<file path="src/rtl/pmc_pkg.sv">
// Shared types and command codes for the sampling power-mode controller.
// Assumes 8-bit command bytes as delivered by the packet engine.
package pmc_pkg;

    localparam int CMD_W = 8;

    localparam logic [CMD_W-1:0] CMD_ENABLE  = 8'h11;
    localparam logic [CMD_W-1:0] CMD_DISABLE = 8'h12;

    // Power modes; the two drain states cover the disable grace periods
    typedef enum logic [1:0] {
        PM_SLEEP     = 2'd0,
        PM_AWAKE     = 2'd1,
        PM_DRAIN_CUR = 2'd2,
        PM_DRAIN_RPL = 2'd3
    } pm_state_e;

    // Per-packet answer request handed to the packet engine
    typedef struct packed {
        logic valid;
        logic unexpected;
        logic zero_data;
    } pm_resp_t;

endpackage

</file>
<file path="src/rtl/pmc_byte_counter.sv">
// Counts serial bytes toward a wake burst.
// The count stops at WAKE_BYTES. It clears after cs_n has been high for more
// than GAP_CLKS consecutive clocks, or when the mode logic requests it.
// Assumes cs_n is already synchronised to clk.
module pmc_byte_counter #(
    parameter int WAKE_BYTES = 32,
    parameter int GAP_CLKS   = 8
) (
    input  logic clk,
    input  logic rst_n,
    input  logic cs_n,
    input  logic byte_done,
    input  logic clr,
    output logic frame_full
);

    localparam int CNT_W = $clog2(WAKE_BYTES + 1);
    localparam int GAP_W = $clog2(GAP_CLKS + 1);
    localparam logic [CNT_W-1:0] CNT_FULL = CNT_W'(WAKE_BYTES);
    localparam logic [GAP_W-1:0] GAP_MAX  = GAP_W'(GAP_CLKS);

    logic [GAP_W-1:0] gap_q;
    logic [CNT_W-1:0] cnt_q;
    logic             idle_clr;

    // Measure how long chip select has stayed high, stopping at the limit
    always_ff @(posedge clk) begin
        if (!rst_n) begin
            gap_q <= '0;
        end else if (!cs_n) begin
            gap_q <= '0;
        end else if (gap_q != GAP_MAX) begin
            gap_q <= gap_q + 1'b1;
        end
    end

    // A gap longer than one byte time ends the burst
    always_comb begin
        idle_clr = cs_n && (gap_q == GAP_MAX);
    end

    // Count bytes, stopping at the wake length; a clear takes priority
    always_ff @(posedge clk) begin
        if (!rst_n) begin
            cnt_q <= '0;
        end else if (idle_clr || clr) begin
            cnt_q <= '0;
        end else if (byte_done && (cnt_q != CNT_FULL)) begin
            cnt_q <= cnt_q + 1'b1;
        end
    end

    // Report that a complete wake burst has arrived
    always_comb begin
        frame_full = (cnt_q == CNT_FULL);
    end

endmodule

</file>
<file path="src/rtl/pmc_mode_fsm.sv">
// Power-mode state machine.
// Sleep -> awake on a good enable packet that closes a full byte burst.
// Awake -> two drain periods on a good disable packet -> sleep.
// Assumes pkt_done and period_end are single-cycle pulses.
module pmc_mode_fsm
    import pmc_pkg::*;
(
    input  logic             clk,
    input  logic             rst_n,
    input  logic             pkt_done,
    input  logic [CMD_W-1:0] pkt_cmd,
    input  logic             pkt_crc_ok,
    input  logic             period_end,
    input  logic             frame_full,
    output pm_state_e        state,
    output logic             wake_try,
    output logic             cnt_clr
);

    pm_state_e state_q;
    pm_state_e state_d;
    logic      good_enable;
    logic      good_disable;

    // Decode packet kinds that change the mode
    always_comb begin
        good_enable  = pkt_crc_ok && (pkt_cmd == CMD_ENABLE);
        good_disable = pkt_crc_ok && (pkt_cmd == CMD_DISABLE);
        wake_try     = pkt_done && frame_full && (state_q == PM_SLEEP);
    end

    // Next-mode selection
    always_comb begin
        state_d = state_q;
        unique case (state_q)
            PM_SLEEP: begin
                if (wake_try && good_enable) state_d = PM_AWAKE;
            end
            PM_AWAKE: begin
                if (pkt_done && good_disable) state_d = PM_DRAIN_CUR;
            end
            PM_DRAIN_CUR: begin
                if (period_end) state_d = PM_DRAIN_RPL;
            end
            PM_DRAIN_RPL: begin
                if (period_end) state_d = PM_SLEEP;
            end
            default: state_d = PM_SLEEP;
        endcase
    end

    // Mode register, sleep after reset
    always_ff @(posedge clk) begin
        if (!rst_n) begin
            state_q <= PM_SLEEP;
        end else begin
            state_q <= state_d;
        end
    end

    // Restart byte counting after every wake attempt and on entering sleep
    always_comb begin
        cnt_clr = wake_try || ((state_q == PM_DRAIN_RPL) && period_end);
    end

    assign state = state_q;

endmodule

</file>
<file path="src/rtl/pmc_resp_gen.sv">
// Builds the registered per-packet answer request for the packet engine.
// In sleep only wake attempts are answered, always with zero data bytes.
// Awake packets are answered; zero data only for a good enable.
module pmc_resp_gen
    import pmc_pkg::*;
(
    input  logic             clk,
    input  logic             rst_n,
    input  logic             pkt_done,
    input  logic [CMD_W-1:0] pkt_cmd,
    input  logic             pkt_crc_ok,
    input  pm_state_e        state,
    input  logic             wake_try,
    output pm_resp_t         resp
);

    pm_resp_t resp_d;
    pm_resp_t resp_q;

    // Choose the answer for the packet decoded this cycle
    always_comb begin
        resp_d = '0;
        if (pkt_done) begin
            if (state == PM_SLEEP) begin
                if (wake_try) begin
                    resp_d.valid      = 1'b1;
                    resp_d.unexpected = (pkt_cmd != CMD_ENABLE);
                    resp_d.zero_data  = 1'b1;
                end
            end else begin
                resp_d.valid     = 1'b1;
                resp_d.zero_data = pkt_crc_ok && (pkt_cmd == CMD_ENABLE);
            end
        end
    end

    // Hold the answer for exactly one cycle
    always_ff @(posedge clk) begin
        if (!rst_n) begin
            resp_q <= '0;
        end else begin
            resp_q <= resp_d;
        end
    end

    assign resp = resp_q;

endmodule

</file>
<file path="src/rtl/pmc_ctrl.sv">
// Top of the sampling power-mode controller.
// Joins the byte counter, the mode state machine and the answer generator.
// Assumes all inputs are synchronous to clk.
module pmc_ctrl
    import pmc_pkg::*;
#(
    parameter int WAKE_BYTES = 32,
    parameter int GAP_CLKS   = 8
) (
    input  logic       clk,
    input  logic       rst_n,
    input  logic       cs_n,
    input  logic       byte_done,
    input  logic       pkt_done,
    input  logic [7:0] pkt_cmd,
    input  logic       pkt_crc_ok,
    input  logic       period_end,
    output logic       sample_en,
    output logic       resp_valid,
    output logic       cmd_unexpected,
    output logic       reply_zero
);

    logic      frame_full;
    logic      cnt_clr;
    logic      wake_try;
    pm_state_e state;
    pm_resp_t  resp;

    pmc_byte_counter #(
        .WAKE_BYTES (WAKE_BYTES),
        .GAP_CLKS   (GAP_CLKS)
    ) u_cnt (
        .clk        (clk),
        .rst_n      (rst_n),
        .cs_n       (cs_n),
        .byte_done  (byte_done),
        .clr        (cnt_clr),
        .frame_full (frame_full)
    );

    pmc_mode_fsm u_fsm (
        .clk        (clk),
        .rst_n      (rst_n),
        .pkt_done   (pkt_done),
        .pkt_cmd    (pkt_cmd),
        .pkt_crc_ok (pkt_crc_ok),
        .period_end (period_end),
        .frame_full (frame_full),
        .state      (state),
        .wake_try   (wake_try),
        .cnt_clr    (cnt_clr)
    );

    pmc_resp_gen u_resp (
        .clk        (clk),
        .rst_n      (rst_n),
        .pkt_done   (pkt_done),
        .pkt_cmd    (pkt_cmd),
        .pkt_crc_ok (pkt_crc_ok),
        .state      (state),
        .wake_try   (wake_try),
        .resp       (resp)
    );

    // Drive the ports from the mode register and the answer register
    always_comb begin
        sample_en      = (state != PM_SLEEP);
        resp_valid     = resp.valid;
        cmd_unexpected = resp.unexpected;
        reply_zero     = resp.zero_data;
    end

endmodule

</file>
<file path="config.mk">
export PLATFORM = sky130hd
export DESIGN_NAME = pmc_ctrl
export DESIGN_NICKNAME = d
export VERILOG_FILES = /design/src/rtl/pmc_pkg.sv /design/src/rtl/pmc_byte_counter.sv /design/src/rtl/pmc_mode_fsm.sv /design/src/rtl/pmc_resp_gen.sv /design/src/rtl/pmc_ctrl.sv
export SDC_FILE = /design/constraint.sdc
export NUM_CORES = 1
export LEC_CHECK = 0
export BUFFER_PORTS_ARGS = -buffer_cell sky130_fd_sc_hd__buf_2
export CAP_MARGIN = 0
export CORE_AREA = 2 2 42 44
export DETAILED_ROUTE_END_ITERATION = 7
export DIE_AREA = 0 0 44 46
export MAX_ROUTING_LAYER = met4
export PLACE_DENSITY_LB_ADDON = 0.08
export SETUP_SLACK_MARGIN = 0.2
export SYNTH_ARGS = -nofsm -noshare
export SYNTH_HDL_FRONTEND = slang
export SYNTH_SLANG_ARGS = --single-unit
export TNS_END_PERCENT = 50
</file>
<file path="constraint.sdc">
create_clock -name clk -period 2.9 [get_ports clk]
set_input_delay 0.145 -clock clk [delete_from_list [all_inputs] [get_ports clk]]
set_output_delay 0.145 -clock clk [all_outputs]
set_load 0.01 [all_outputs]
</file>
==> flow_summary_export.csv, run 1 <==
group,metric,value,unit
setup_path,timing_worst_setup_path_type,"flop to flop",
sta,final_max_slew_viol_count,0,
floorplanning,io_pins,19,
floorplanning,die-height,46,microns
cts,maximum_clock_path_buffer_count,2,
grt,antenna_found_initial,0,
floorplanning,number_of_placement_rows,15,
placed_design,gpl.final_weighted_congestion,0.789,
logic_synthesis,yosys_register_bits,15,
floorplanning,die_width,44,microns
drt,detail_route.drc_violations,0,
sta,relSlewSlack,81.4,%
placed_design,port_buffers,18,
setup_path,worstSetupEndpointType,"flop",
setup_path,timing.critical_path.cells,"inv_1 -> ha_1 -> nor2b_1 -> and3_1 -> nand3_1 -> nand4_1 -> a21oi_1",
grt,grt_first_pass_wirelength,2660,microns
sta,fin_ws,1.35,ns
power_and_ir_drop,p_comb_share,10.0,%
placed_design,dpl_cell_area,931,sq um
setup_path,crit_required,3.10,ns
power_and_ir_drop,cellLeakagePower,0.437,nW
cts,tritoncts_clock_tree,"done",
cts,cts_root_buf,"sky130_fd_sc_hd__clkbuf_4",
drt,via_total_after_detailed_routing,679,
worst_hold_path,worst_hold_path.num_cells,3,
logic_synthesis,post_synth_inst_count,96,
cts,cts_made_buffers,3,
sta,timing.hold.ws,0.133,ns
drt,amount_of_wire_on_met3_after_detailed_routing,37,microns
setup_path,worst-path-max-fanout,6,
finish,finalInstanceArea,957,sq um
finish,layout.cells.most_common_list,"sky130_fd_sc_hd__buf_2 (18), sky130_fd_sc_hd__nand2_1 (15), sky130_fd_sc_hd__dfxtp_1 (15)",
finish,mostFrequentLayoutCell,"sky130_fd_sc_hd__buf_2",
sta,grt_setup_unrepaired,"no",
power_and_ir_drop,power_per_cell_area,381,nW/um^2
setup_path,timing.reg2reg.worst_path_depth,7,
setup_path,timing.critical_path.slowest_cell_delay,0.37,ns
drt,dr_wl_met2,701,microns
cts,hold_buffers,0,
placed_design,dpl.hpwl,1160,microns
drt,final_antenna_net_count,0,
setup_path,slowest_library_cell_on_the_worst_path,"sky130_fd_sc_hd__dfxtp_1",
logic_synthesis,post_synth.cell_area_avg,8.58,sq um
power_and_ir_drop,switching_share,23.2,%
cts,htreeDepth,1,
power_and_ir_drop,seq_power_share,58.6,%
floorplanning,core-area,1610,sq um
cts,cts.sinks,15,
sta,transition_time_at_the_pin_with_the_least_slew_margin,0.277,ns
sta,final_min_period,1.55,ns
finish,finalNetCount,142,
sta,worst_skew,0.00305,ns
finish,fillerInstances,170,
power_and_ir_drop,p_int,0.280,mW
drt,post_drt_via_cell_ratio,5.07,
placed_design,place_ws,1.35,ns
cts,post-cts-setup-buffer-count,0,
worst_hold_path,timing.hold.worst.class,"input pin to flop",
grt,grtUsageTotal,17.8,%
logic_synthesis,synth_unique_cells,23,
cts,worst_setup_hold_path_clk_slew,0.08,ns
grt,overflow_after_grt,0,
drt,topRoutingLayerUsed,"met3",
floorplanning,die_area,2020,sq um
sta,maxClockFrequency,644,MHz
setup_path,cp-start-kind,"flop",
sta,hold_viol,0,
grt,vias_in_the_first_global_route,651,
run,timing.max_cap.violations,0,
finish,layout_cells_sized_above_1,22.2,%
outcome,outcome,"finished clean",
grt,maximum_number_of_pins_on_one_net_before_global_route_repair,9,
drt,initialDrtViolationCount,8,
logic_synthesis,synth_fp_nets,120,
power_and_ir_drop,worst_vdd_drop,0.000275,V
cts,worst_skew_pair.late_latency,0.27,ns
drt,routed_wl,1390,microns
drt,routedLengthMet1,648,microns
drt,firstDrtPassIters,3,
sta,total_negative_setup_slacks,0,ns
logic_synthesis,ys.warnings.count,0,
cts,post_cts.resized_instances,0,
power_and_ir_drop,power_switching,0.0846,mW
finish,flow.area_growth_from_synthesis,16.3,%
logic_synthesis,post_synthesis_instance_area,823,sq um
drt,post_drt_wl_per_cell,10.4,microns
logic_synthesis,synth-seq-area-share,36.5,%
sta,finalCritPeriodShare,53.6,%
floorplanning,initial_utilization,51.0,%
power_and_ir_drop,pwr-share-clk,31.4,%
finish,insertedDiodeCount,0,
setup_path,worstPathArrival,1.76,ns
sta,setup_viol,0,
power_and_ir_drop,totalPowerFinal,0.365,mW
layout make-up:
cell class / count / area (sq um) / share of cell area (%)
multi-input cells: 72 / 489 / 51.1
flip-flops and latches: 15 / 300 / 31.4
repair buffers: 18 / 90.1 / 9.41
inverters: 8 / 30.0 / 3.14
clock buffers: 4 / 26.3 / 2.75
well taps: 17 / 21.3 / 2.22
path summary, 6_finish.rpt:
path	to	slack, ns	start
setup reg to reg	u_cnt.cnt_q[1]$_SDFFE_PP0P_	1.35	u_cnt.cnt_q[0]$_SDFFE_PP0P_
hold / removal	u_resp.resp[2]$_SDFF_PN0_	0.13	pkt_done
hold reg to reg	u_cnt.cnt_q[1]$_SDFFE_PP0P_	0.50	u_cnt.cnt_q[1]$_SDFFE_PP0P_
setup / recovery	u_cnt.cnt_q[1]$_SDFFE_PP0P_	1.35	u_cnt.cnt_q[0]$_SDFFE_PP0P_
worst max-delay path: cells and delay by family, from the launching register on:
kind	cells	cell delay, ns
simple gates	4	0.67
fa+ha+maj	1	0.18
flops	1	0.37
compound gates	1	0.19
buf+inv	1	0.08
per-stage QoR:
| stage | util, % | cells |
|---|---|---|
| floorplan | - | 96 |
| global placement | 57.7 | 130 |
| detailed placement | 57.7 | 130 |
| CTS | 59.3 | 134 |
| global route | 59.3 | 134 |
| finish | 59.3 | 134 |
cells in the mapped netlist:
master	count	area, sq um
sky130_fd_sc_hd__mux2i_1	2	20.0
sky130_fd_sc_hd__nand3_1	4	20.0
sky130_fd_sc_hd__nand3_2	1	10.0
sky130_fd_sc_hd__clkbuf_1	1	3.75
sky130_fd_sc_hd__nand4_1	3	18.8
sky130_fd_sc_hd__nor2b_1	2	12.5
sky130_fd_sc_hd__xor2_1	3	26.3
sky130_fd_sc_hd__nand4_2	1	12.5
sky130_fd_sc_hd__nand4b_1	1	8.76
sky130_fd_sc_hd__dfxtp_1	15	300
sky130_fd_sc_hd__a21oi_1	4	20.0
sky130_fd_sc_hd__xnor2_1	4	35.0
sky130_fd_sc_hd__nor4b_4	1	23.8
sky130_fd_sc_hd__nand2_1	15	56.3
sky130_fd_sc_hd__ha_1	9	113
sky130_fd_sc_hd__o211ai_2	1	12.5
sky130_fd_sc_hd__o21ai_0	3	15.0
sky130_fd_sc_hd__a21boi_0	1	7.51
sky130_fd_sc_hd__nor3_1	2	10.0
sky130_fd_sc_hd__o31ai_2	1	12.5
sky130_fd_sc_hd__inv_1	8	30.0
sky130_fd_sc_hd__and3_1	1	6.26
sky130_fd_sc_hd__nor2_1	13	48.8
sequential cells by signal, summed over array words and instances (netlist names):
name and count:
u_cnt.cnt_q 6, u_cnt.gap_q 4, u_fsm.state 2, u_resp.resp 3
power groups by stage:
stage	registers, mW	clock network [mW]	logic [mW]
floorplan	0.218	0	0.0214
global placement	0.218	0	0.0360
detailed placement	0.219	0	0.0370
CTS	0.214	0.119	0.0371
global route	0.215	0.132	0.0425
finish	0.214	0.114	0.0366
per-layer routing:
metal	up-vias	GRT usage, %
met5	-	-
met4	0	5.45
met2	12	29.7
li1	360	-
met1	307	22.3
met3	0	2.38
cells by family (layout without fill, tap and decap cells):
kind of cell	after synthesis	in the layout	share of synthesized area [%]
AOI/OAI and AO/OA	10	10	8.21
buffers and inverters	9	30	4.10
muxes	2	2	2.43
adders and majority gates	9	9	13.7
and+or+nand+nor	44	44	27.7
xor gates and xnor gates	7	7	7.45
DFF	15	15	36.5
No activity file was read; power rests on OpenSTA's default activity.
==> run 2: changes to the inputs <==
CORE_AREA = 2 2 44 46   (was 2 2 42 44)
DIE_AREA = 0 0 46 48   (was 0 0 44 46)
clock period = 1.5 ns   (was 2.9 ns; I/O delays follow)
==> flow_summary_export.csv, run 2 (synthesized netlist as in run 1, its figures left out) <==
group,metric,value,unit
drt,routedLengthMet1,693,microns
cts,cts_made_buffers,3,
sta,total_negative_setup_slacks,0,ns
floorplanning,die_width,46,microns
placed_design,dpl.hpwl,1160,microns
setup_path,timing_worst_setup_path_type,"flop to flop",
worst_hold_path,worst_hold_path.num_cells,3,
finish,finalNetCount,150,
placed_design,gpl.final_weighted_congestion,0.760,
drt,via_total_after_detailed_routing,711,
cts,cts.sinks,15,
floorplanning,die_area,2210,sq um
drt,final_antenna_net_count,0,
floorplanning,die-height,48,microns
setup_path,timing.reg2reg.worst_path_depth,7,
sta,timing.hold.ws,0.0604,ns
power_and_ir_drop,cellLeakagePower,0.489,nW
sta,final_max_slew_viol_count,0,
sta,maxClockFrequency,752,MHz
drt,dr_wl_met2,755,microns
worst_hold_path,timing.hold.worst.class,"input pin to flop",
finish,fillerInstances,154,
drt,firstDrtPassIters,4,
drt,routed_wl,1540,microns
power_and_ir_drop,worst_vdd_drop,0.000517,V
drt,detail_route.drc_violations,0,
finish,insertedDiodeCount,0,
sta,grt_setup_unrepaired,"yes",
floorplanning,io_pins,19,
cts,cts_root_buf,"sky130_fd_sc_hd__clkbuf_4",
cts,maximum_clock_path_buffer_count,2,
finish,combined_area_of_the_multi_input_logic_cells,562,sq um
sta,worst_skew,0.00349,ns
drt,post_drt_via_cell_ratio,5.01,
floorplanning,core-area,1690,sq um
finish,ff_latch_area,307,sq um
grt,antenna_found_initial,0,
setup_path,worst-path-max-fanout,2,
drt,initialDrtViolationCount,5,
cts,htreeDepth,1,
setup_path,timing.critical_path.cells,"inv_2 -> ha_4 -> nor2b_4 -> nand3_4 -> o31ai_4 -> o211ai_2 -> mux2i_1",
placed_design,place_ws,0.0629,ns
finish,top_register,"u_cnt.cnt_q",
cts,worst_skew_pair.late_latency,0.29,ns
run,timing.max_cap.violations,0,
power_and_ir_drop,power_per_cell_area,680,nW/um^2
setup_path,slowest_library_cell_on_the_worst_path,"sky130_fd_sc_hd__dfxtp_2",
sta,hold_viol,0,
sta,relSlewSlack,81.2,%
cts,tritoncts_clock_tree,"done",
setup_path,crit_required,1.68,ns
cts,worst_setup_hold_path_clk_slew,0.09,ns
sta,setup_viol,0,
grt,vias_in_the_first_global_route,633,
sta,finalCritPeriodShare,88.7,%
cts,hold_buffers,0,
drt,post_drt_wl_per_cell,10.8,microns
grt,grtUsageTotal,17.3,%
setup_path,timing.critical_path.slowest_cell_delay,0.33,ns
finish,layout_cells_sized_above_1,40.8,%
finish,layout.cells.most_common_list,"sky130_fd_sc_hd__buf_2 (18), sky130_fd_sc_hd__nand2_1 (15), sky130_fd_sc_hd__nor2_1 (11)",
setup_path,worstPathArrival,1.51,ns
finish,mostFrequentLayoutCell,"sky130_fd_sc_hd__buf_2",
sta,transition_time_at_the_pin_with_the_least_slew_margin,0.281,ns
drt,amount_of_wire_on_met3_after_detailed_routing,66,microns
finish,largest_reg_flops,6,
placed_design,port_buffers,18,
floorplanning,number_of_placement_rows,15,
grt,grt_first_pass_wirelength,2540,microns
outcome,outcome,"finished clean",
setup_path,cp-start-kind,"flop",
placed_design,dpl_cell_area,966,sq um
grt,overflow_after_grt,0,
floorplanning,initial_utilization,48.7,%
finish,finalInstanceArea,1100,sq um
drt,topRoutingLayerUsed,"met4",
sta,fin_ws,0.170,ns
finish,flow.area_growth_from_synthesis,33.7,%
grt,maximum_number_of_pins_on_one_net_before_global_route_repair,10,
setup_path,worstSetupEndpointType,"flop",
sta,final_min_period,1.33,ns
-- run 2: per-stage QoR --
stage | power, mW | util (%) | cells
global route | 0.799 | 65.2 | 142
detailed placement | 0.506 | 57.2 | 131
CTS | 0.753 | 63.3 | 141
global placement | 0.504 | 57.2 | 131
floorplan | 0.473 | - | 96
finish | 0.749 | 65.2 | 142
-- run 2: layer usage --
layer	GRT usage, %	vias to the layer above
met3	6.79	2
met4	6.86	0
met1	18.6	313
li1	-	381
met5	-	-
met2	28.3	15
-- run 2: timing repair --
item	in CTS	in global routing
gates resized for setup	6	9
setup endpoints to repair	9	10
pin swaps	5	1
buffers inserted	6	1
-- run 2: final timing paths --
| kind | start | endpoint | slack (ns) |
|---|---|---|---|
| setup / recovery | u_cnt.cnt_q[0]$_SDFFE_PP0P_ | u_fsm.state[1]$_SDFFE_PN0P_ | 0.17 |
| hold / removal | pkt_done | u_resp.resp[2]$_SDFF_PN0_ | 0.06 |
| setup reg to reg | u_cnt.cnt_q[0]$_SDFFE_PP0P_ | u_fsm.state[1]$_SDFFE_PN0P_ | 0.17 |
| hold reg to reg | u_cnt.gap_q[1]$_SDFFE_PN0P_ | u_cnt.gap_q[1]$_SDFFE_PN0P_ | 0.49 |
-- run 2: power by group --
group	leakage (nW)	total (mW)	switching (mW)	internal [mW]
clock	0.0177	0.234	0.135	0.0991
sequential	0.123	0.414	0.00628	0.408
combinational	0.348	0.101	0.0492	0.0520
total	0.489	0.749	0.191	0.559
-- run 2: final cells by class --
class / instances / share of cell area, %
sequential: 15 / 27.8
tap: 17 / 1.93
multi-input combinational: 72 / 51.0
timing repair buffer: 26 / 14.0
inverter: 8 / 2.73
clock buffer: 3 / 2.05
clock inverter: 1 / 0.455
-- run 2: worst max-delay path, delay by kind of cell, from the launching register on --
| kind | cells | cell delay (ns) |
|---|---|---|
| compound gates | 2 | 0.33 |
| flops | 1 | 0.33 |
| simple gates | 2 | 0.25 |
| buf+inv | 1 | 0.06 |
| fa+ha+maj | 1 | 0.11 |
| mux | 1 | 0.14 |
==> run 3: changes to the inputs <==
HOLD_SLACK_MARGIN = 0.12   (was default)
==> flow_summary_export.csv, run 3 (synthesized netlist as in run 1, its figures left out) <==
group,metric,value,unit
sta,transition_time_at_the_pin_with_the_least_slew_margin,0.276,ns
power_and_ir_drop,cellLeakagePower,0.510,nW
grt,vias_in_the_first_global_route,667,
cts,worst_skew_pair.late_latency,0.29,ns
floorplanning,die_width,46,microns
cts,worst_setup_hold_path_clk_slew,0.10,ns
grt,overflow_after_grt,0,
grt,grt_util_met1,18.6,%
grt,grtUsageTotal,18.2,%
cts,tritoncts_clock_tree,"done",
power_and_ir_drop,totalPowerFinal,0.769,mW
power_and_ir_drop,power_switching,0.201,mW
drt,final_antenna_net_count,0,
sta,total_negative_setup_slacks,0,ns
sta,worst_skew,0.00957,ns
cts,htreeDepth,1,
cts,cts_made_buffers,3,
finish,layout_cells_sized_above_1,40.0,%
floorplanning,die_area,2210,sq um
floorplanning,core-area,1690,sq um
outcome,outcome,"finished clean",
drt,routed_wl,1700,microns
power_and_ir_drop,pwr-share-clk,31.2,%
grt,groute.layer.met3.usage,6.79,%
finish,mostFrequentLayoutCell,"sky130_fd_sc_hd__buf_2",
drt,post_drt_wl_per_cell,11.6,microns
sta,final_min_period,1.34,ns
finish,fillerInstances,142,
setup_path,worstPathArrival,1.53,ns
sta,setup_viol,0,
cts,cts.sinks,15,
grt,maximum_number_of_pins_on_one_net_before_global_route_repair,10,
placed_design,place.detailed.instances,131,
worst_hold_path,timing.hold.worst.class,"input pin to flop",
drt,firstDrtPassIters,4,
finish,flow.area_growth_from_synthesis,40.3,%
finish,finalInstanceArea,1150,sq um
setup_path,worstSetupEndpointType,"flop",
power_and_ir_drop,worst_vdd_drop,0.000439,V
setup_path,worst-path-max-fanout,6,
sta,hold_viol,0,
floorplanning,io_pins,19,
sta,maxClockFrequency,748,MHz
cts,cts_root_buf,"sky130_fd_sc_hd__clkbuf_4",
cts,maximum_clock_path_buffer_count,2,
grt,grt_first_pass_wirelength,2680,microns
sta,final_max_slew_viol_count,0,
placed_design,place_ws,0.0629,ns
grt,grt.busiest_layer,"met2",
finish,combined_area_of_the_multi_input_logic_cells,566,sq um
finish,ff_latch_area,307,sq um
sta,timing.hold.ws,0.139,ns
sta,grt_setup_unrepaired,"yes",
grt,grtUsageMet2,31.7,%
run,timing.max_cap.violations,0,
floorplanning,die-height,48,microns
placed_design,dpl.hpwl,1160,microns
placed_design,port_buffers,18,
setup_path,cp-start-kind,"flop",
setup_path,crit_required,1.69,ns
setup_path,timing_worst_setup_path_type,"flop to flop",
power_and_ir_drop,switching_share,26.1,%
grt,antenna_found_initial,0,
setup_path,regToRegSetupSlack,0.16,ns
placed_design,gpl.final_weighted_congestion,0.760,
power_and_ir_drop,seq_power_share,53.9,%
floorplanning,number_of_placement_rows,15,
finish,largest_reg_flops,6,
drt,detail_route.drc_violations,0,
drt,initialDrtViolationCount,11,
drt,post_drt_via_cell_ratio,5.10,
sta,fin_ws,0.163,ns
power_and_ir_drop,power_per_cell_area,666,nW/um^2
finish,insertedDiodeCount,0,
power_and_ir_drop,p_comb_share,14.9,%
sta,finalCritPeriodShare,89.1,%
placed_design,dpl_cell_area,966,sq um
floorplanning,initial_utilization,48.7,%
finish,top_register,"u_cnt.cnt_q",
power_and_ir_drop,p_int,0.568,mW
sta,relSlewSlack,81.5,%
finish,layout.cells.most_common_list,"sky130_fd_sc_hd__buf_2 (18), sky130_fd_sc_hd__nand2_1 (15), sky130_fd_sc_hd__nor2_1 (11)",
finish,finalNetCount,155,
finish,final-instance-count-excl-fill,147,
drt,via_total_after_detailed_routing,750,
finish,finalCoreUtilization,68.4,%
-- run 3: worst max-delay path, stage by stage (launching register included) --
cell                      delay (ns)
sky130_fd_sc_hd__dfxtp_2        0.33
sky130_fd_sc_hd__inv_2          0.06
sky130_fd_sc_hd__ha_4           0.11
sky130_fd_sc_hd__nor2b_4        0.16
sky130_fd_sc_hd__and3_4         0.20
sky130_fd_sc_hd__nand3_2        0.07
sky130_fd_sc_hd__nand4_1        0.12
sky130_fd_sc_hd__buf_6          0.14
sky130_fd_sc_hd__nor2_1         0.04
-- run 3: cell type report --
class / count / area share, %
clock buffers: 3 / 1.95
clock inverters: 1 / 0.433
flip-flops and latches: 15 / 26.5
well taps: 17 / 1.84
inverters: 8 / 2.60
multi-input cells: 72 / 49.0
repair buffers: 31 / 17.7
-- run 3: power groups by stage --
| stage | sequential (mW) | clock, mW | combinational [mW] |
|---|---|---|---|
| after global routing | 0.415 | 0.267 | 0.127 |
| after CTS | 0.413 | 0.239 | 0.110 |
| after global placement | 0.424 | 0 | 0.0797 |
| after floorplan | 0.423 | 0 | 0.0503 |
| final | 0.414 | 0.240 | 0.115 |
| after detailed placement | 0.425 | 0 | 0.0813 |
-- run 3: path summary, 6_finish.rpt --
path,startpoint,to,depth (start not counted)
hold reg to reg,u_fsm.state[1]$_SDFFE_PN0P_,u_fsm.state[1]$_SDFFE_PN0P_,2
setup / recovery,u_cnt.cnt_q[0]$_SDFFE_PP0P_,u_cnt.cnt_q[3]$_SDFFE_PP0P_,8
setup reg to reg,u_cnt.cnt_q[0]$_SDFFE_PP0P_,u_cnt.cnt_q[3]$_SDFFE_PP0P_,8
hold / removal,pkt_cmd[6],u_resp.resp[0]$_SDFF_PN0_,4
-- run 3: what timing repair did --
| item | in CTS | in global routing |
|---|---|---|
| pin swaps | 5 | 1 |
| endpoints found under the hold margin | 9 | 0 |
| resized for setup | 6 | 10 |
| endpoints found under the setup margin | 9 | 10 |
| buffers inserted | 6 | 1 |
| cloned | 0 | 0 |
| hold buffers | 5 | 0 |
-- run 3: metal layers --
metal,part of all wire (%),vias up
met2,50,17
met1,45,341
met3,3.6,2
li1,-,390
met4,1.2,0
met5,0,-
